<file path="config.mk">
export PLATFORM = sky130hd
export DESIGN_NAME = gfx_xfer_seq
export DESIGN_NICKNAME = d
export VERILOG_FILES = /design/src/rtl/gfx_xfer_seq.sv
export SDC_FILE = /design/constraint.sdc
export NUM_CORES = 2
export LEC_CHECK = 0
export BUFFER_PORTS_ARGS = -buffer_cell sky130_fd_sc_hd__buf_2
export CAP_MARGIN = 20
export CORE_UTILIZATION = 68
export DETAILED_ROUTE_END_ITERATION = 10
export GPL_ROUTABILITY_DRIVEN = 1
export HOLD_SLACK_MARGIN = 0.06
export PLACE_DENSITY = 0.95
export SETUP_SLACK_MARGIN = 0.05
export SLEW_MARGIN = 40
export SYNTH_ARGS = -nofsm -noshare
export SYNTH_HDL_FRONTEND = slang
export SYNTH_SLANG_ARGS = --single-unit
</file>
<file path="constraint.sdc">
create_clock -name clk -period 31 [get_ports clk]
set_input_delay 4.65 -clock clk [delete_from_list [all_inputs] [get_ports clk]]
set_output_delay 4.65 -clock clk [all_outputs]
set_load 0.02 [all_outputs]
</file>
<file path="src/rtl/gfx_xfer_seq.sv">
module gfx_xfer_seq #(
  parameter int CNT_W = 16
) (
  input  logic             clk,
  input  logic             rst_n,
  input  logic             start,
  input  logic [1:0]       mode,
  input  logic [31:0]      fg_base,
  input  logic [31:0]      bg_base,
  input  logic [31:0]      out_base,
  input  logic [CNT_W-1:0] line_px,
  input  logic [CNT_W-1:0] line_num,
  input  logic [CNT_W-1:0] fg_skip,
  input  logic [CNT_W-1:0] bg_skip,
  input  logic [CNT_W-1:0] out_skip,
  input  logic [31:0]      fill_color,
  output logic             req_valid,
  output logic             req_write,
  output logic [31:0]      req_addr,
  output logic [31:0]      req_wdata,
  input  logic             req_ready,
  input  logic             rsp_valid,
  input  logic [31:0]      rsp_data,
  output logic             busy,
  output logic             done
);
  localparam int PAD = 32 - CNT_W - 2;
  localparam logic [1:0] M_FILL = 2'd0, M_COPY = 2'd1, M_BLEND = 2'd3;

  typedef enum logic [2:0] {S_IDLE, S_FG_REQ, S_FG_WAIT, S_BG_REQ, S_BG_WAIT, S_MIX, S_WR} st_t;

  st_t              st;
  logic [1:0]       mode_q;
  logic [31:0]      fg_a, bg_a, out_a, fill_q, fg_q, bg_q, pix_q;
  logic [CNT_W-1:0] npx_q, nln_q, px, ln, fg_off, bg_off, out_off;

  function automatic logic [7:0] mix(input logic [7:0] f, input logic [7:0] b, input logic [7:0] a);
    logic [15:0] s;
    s = 16'(f) * 16'(a) + 16'(b) * 16'(8'd255 - a);
    return 8'(s / 16'd255);
  endfunction

  function automatic logic [31:0] line_step(input logic [CNT_W-1:0] off);
    return 32'd4 + {{PAD{1'b0}}, off, 2'b00};
  endfunction

  wire wr_fire  = (st == S_WR) && req_ready;
  wire last_px  = (px == npx_q - 1'b1);
  wire last_ln  = (ln == nln_q - 1'b1);

  assign busy      = (st != S_IDLE);
  assign req_valid = (st == S_FG_REQ) || (st == S_BG_REQ) || (st == S_WR);
  assign req_write = (st == S_WR);
  assign req_addr  = (st == S_FG_REQ) ? fg_a : (st == S_BG_REQ) ? bg_a : out_a;
  assign req_wdata = (mode_q == M_FILL) ? fill_q : pix_q;

  always_ff @(posedge clk or negedge rst_n) begin
    if (!rst_n) begin
      st <= S_IDLE; mode_q <= '0; done <= 1'b0;
      fg_a <= '0; bg_a <= '0; out_a <= '0;
      fill_q <= '0; fg_q <= '0; bg_q <= '0; pix_q <= '0;
      npx_q <= '0; nln_q <= '0; px <= '0; ln <= '0;
      fg_off <= '0; bg_off <= '0; out_off <= '0;
    end else begin
      done <= 1'b0;
      case (st)
        S_IDLE: if (start) begin
          if (line_px == '0 || line_num == '0) done <= 1'b1;
          else begin
            mode_q <= mode; fg_a <= fg_base; bg_a <= bg_base; out_a <= out_base;
            npx_q <= line_px; nln_q <= line_num; px <= '0; ln <= '0;
            fg_off <= fg_skip; bg_off <= bg_skip; out_off <= out_skip;
            fill_q <= fill_color;
            st <= (mode == M_FILL) ? S_WR : S_FG_REQ;
          end
        end
        S_FG_REQ: if (req_ready) st <= S_FG_WAIT;
        S_FG_WAIT: if (rsp_valid) begin
          fg_q <= rsp_data;
          if (mode_q == M_BLEND) st <= S_BG_REQ;
          else begin
            pix_q <= (mode_q == M_COPY) ? rsp_data : {8'hFF, rsp_data[23:0]};
            st <= S_WR;
          end
        end
        S_BG_REQ: if (req_ready) st <= S_BG_WAIT;
        S_BG_WAIT: if (rsp_valid) begin
          bg_q <= rsp_data;
          st <= S_MIX;
        end
        S_MIX: begin
          pix_q <= {8'hFF, mix(fg_q[23:16], bg_q[23:16], fg_q[31:24]),
                           mix(fg_q[15:8],  bg_q[15:8],  fg_q[31:24]),
                           mix(fg_q[7:0],   bg_q[7:0],   fg_q[31:24])};
          st <= S_WR;
        end
        S_WR: if (wr_fire) begin
          if (last_px) begin
            px <= '0; ln <= ln + 1'b1;
            fg_a <= fg_a + line_step(fg_off);
            bg_a <= bg_a + line_step(bg_off);
            out_a <= out_a + line_step(out_off);
          end else begin
            px <= px + 1'b1;
            fg_a <= fg_a + 32'd4; bg_a <= bg_a + 32'd4; out_a <= out_a + 32'd4;
          end
          if (last_px && last_ln) begin
            st <= S_IDLE; done <= 1'b1;
          end else st <= (mode_q == M_FILL) ? S_WR : S_FG_REQ;
        end
        default: st <= S_IDLE;
      endcase
    end
  end
endmodule

</file>
==> results.toml <==
[job]
drv_cap = 0

[worst_setup_path]
path_class = "register to register"
r2r_slack_ns = 17.86
required_ns = 31.53
cpMostUsedCell = "fa_1"
reg2reg_depth = 38
slowest_stage = "dfrtp_1"
endpoint_kind = "register"
start_kind = "register"
reg2reg_from = "fg_q[27]"
cp_max_fo = 37
max_stage_delay_ns = 0.65
rr_endpoint = "pix_q[9]"
crit_arrival_ns = 13.67

[global_routing]
grt-ovfl-total = 0
grt_max_degree = 161
track_usage_pct = 42.5
grt_pass1_vias = 37766
grt_pass1_wl_mm = 201
antenna_found_initial = 31

[clocking]
cts_sinks = 334
clock-root-buffer = "clkbuf_16"
post_cts_resized = 0
numCtsBuffers = 40
tritoncts = "done"
cts_setup_buffers = 0
cts_buffer_depth = 3
clk_latency_ns = 0.60
h-tree-depth = 2
cts.hold.buffers_added = 0
clkSlewWorstSetupHoldPaths_ns = 0.06

[sta]
worst_pin_slew_ns = 0.867
drv_slew = 0
finalSetupViolations = 0
min_period_over_period_pct = 42.4
min_period_ns = 13.14
hold_violations = 0
finalClockSkew_ns = 0.0300
slew_headroom_pct = 41.8
worst_slack_ns = 17.86
fmax_mhz = 76.1
rsz0062_at_grt = "false"
whs_ns = 0.472
fin_tns_setup_ns = 0

[layout]
finalNonFillerCells = 5748
multiInputGateArea_mm2 = 0.0285
regArea_mm2 = 0.00836
fillCellCount = 3586
fin_nets = 5770
drive_gt1_share_pct = 12.3
area_delta_synth_final_pct = 9.04

[synthesis]
synth_enable_flop_cells = 0
synth.top_cell.area_share_pct = 21.2
ys_ff_latch = 334
netlist_area_mm2 = 0.0394
synth_common_cells = "726 x nand2_1, 464 x inv_1, 334 x dfrtp_1"
yosys_warnings = 0
synth_largest_area_cell = "dfrtp_1"
yosysSeqAreaShare_pct = 21.2
synth_most_common_cell = "nand2_1"
synth_cells = 4757
ys_top_cells_by_area = "dfrtp_1 21%, fa_1 15%, ha_1 9.4%"
avgSynthCellArea_um2 = 8.29
synth_cell_types = 118
async_flop_share_pct = 100
synth_ff_type = "dfrtp_1"

[die]
dieArea_mm2 = 0.0589
die_y_um = 243
rows = 87
initial_core_util_pct = 69.4
io_pins = 315
core_area_mm2 = 0.0568
die_w_um = 243

[drt]
dr.pass1.iters = 8
wl_per_cell_um = 22.0
drtAntennaViolNets = 0
drt_iter0_drc = 5013
via_count = 38248
via_per_inst = 6.65
routed_wl_mm = 126
drc = 0

[placed_design]
dp_cells = 5649
portBuffers = 314
place_ws_ns = 18.44
routabilityCongestion = 0.966
dp_hpwl_mm = 89.0

[worst_hold_path]
min_to = "fill_q[1]"
hold_path.class = "register to register"
min_path_cells = 2
min-delay-start = "fill_q[1]"

[run_status]
status = "finished, final reports clean"
==> worst max-delay path by stage <==
stage,from,endpoint
after detailed placement,fg_q[27],pix_q[9]
after global routing,fg_q[27],pix_q[9]
after global placement,fg_q[27],pix_q[8]
after CTS,fg_q[27],pix_q[9]
after floorplan,fg_q[30],pix_q[8]
final,fg_q[27],pix_q[9]
==> flip-flops by register name (all words and copies together), names as in the netlist <==
signal,cells
done,1
bg_q,24
st,3
bg_off,16
nln_q,16
mode_q,2
fg_a,32
px,16
fg_q,32
fill_q,32
out_a,32
pix_q,32
fg_off,16
bg_a,32
out_off,16
ln,16
npx_q,16
==> per-layer routing <==
| metal | part of all wire (%) | up-vias | wire [um] | GRT usage, % |
|---|---|---|---|---|
| met1 | 37 | 17972 | 46300 | 54.4 |
| met4 | 7.4 | 14 | 9330 | 27.7 |
| li1 | - | 16559 | - | - |
| met3 | 12 | 795 | 15800 | 11.0 |
| met5 | 0.10 | - | 126 | 0.572 |
| met2 | 43 | 2908 | 54900 | 63.7 |
==> placed cells by master, fill, tap and decap left out, drive strengths merged, types with 51 or more instances in the layout <==
master / n
nand2: 726
inv: 468
buf: 349
dfrtp: 334
ha: 297
fa: 290
nor2: 264
o21ai: 262
a21oi: 240
nor2b: 165
and2: 125
xnor2: 121
nand3: 107
mux2: 101
nor3: 92
xor2: 87
nand2b: 74
o21a: 67
mux2i: 61
and3: 56
a211oi: 51
==> through the flow <==
step           util, %  area, um^2
2_1_floorplan        -       39400
3_3_place_gp      72.8       41400
3_5_place_dp      72.9       41400
4_1_cts           75.5       42900
5_1_grt           75.6       43000
6_report          75.7       43000
==> kinds of logic after synthesis <==
family	after synthesis	share of synthesized area, %
simple gates	1803	22.1
compound gates	977	16.4
mux	162	4.47
flops	334	21.2
fa+ha+maj	590	24.2
buf+inv	678	6.69
xor+xnor	212	4.93
other cells	1	0.00951
==> worst max-delay path: cells and delay by family (launching register included) <==
family | cells | cell delay, ns
DFF | 1 | 0.65
AOI/OAI and AO/OA | 12 | 3.74
adders and majority gates | 8 | 3.94
xor gates and xnor gates | 2 | 0.41
buffers and inverters | 5 | 0.77
muxes | 2 | 0.77
and+or+nand+nor | 9 | 2.77
==> area by class of cell <==
type,count,area share [%]
diodes,25,0.146
clock buffers,47,2.51
clock inverters,26,0.955
inverters,464,4.05
multi-input cells,3747,66.2
flip-flops and latches,334,19.4
well taps,756,2.20
repair buffers,349,4.46
Power is not shown: default switching activity piles up to over one toggle a cycle in this logic, so the estimate is an artifact.
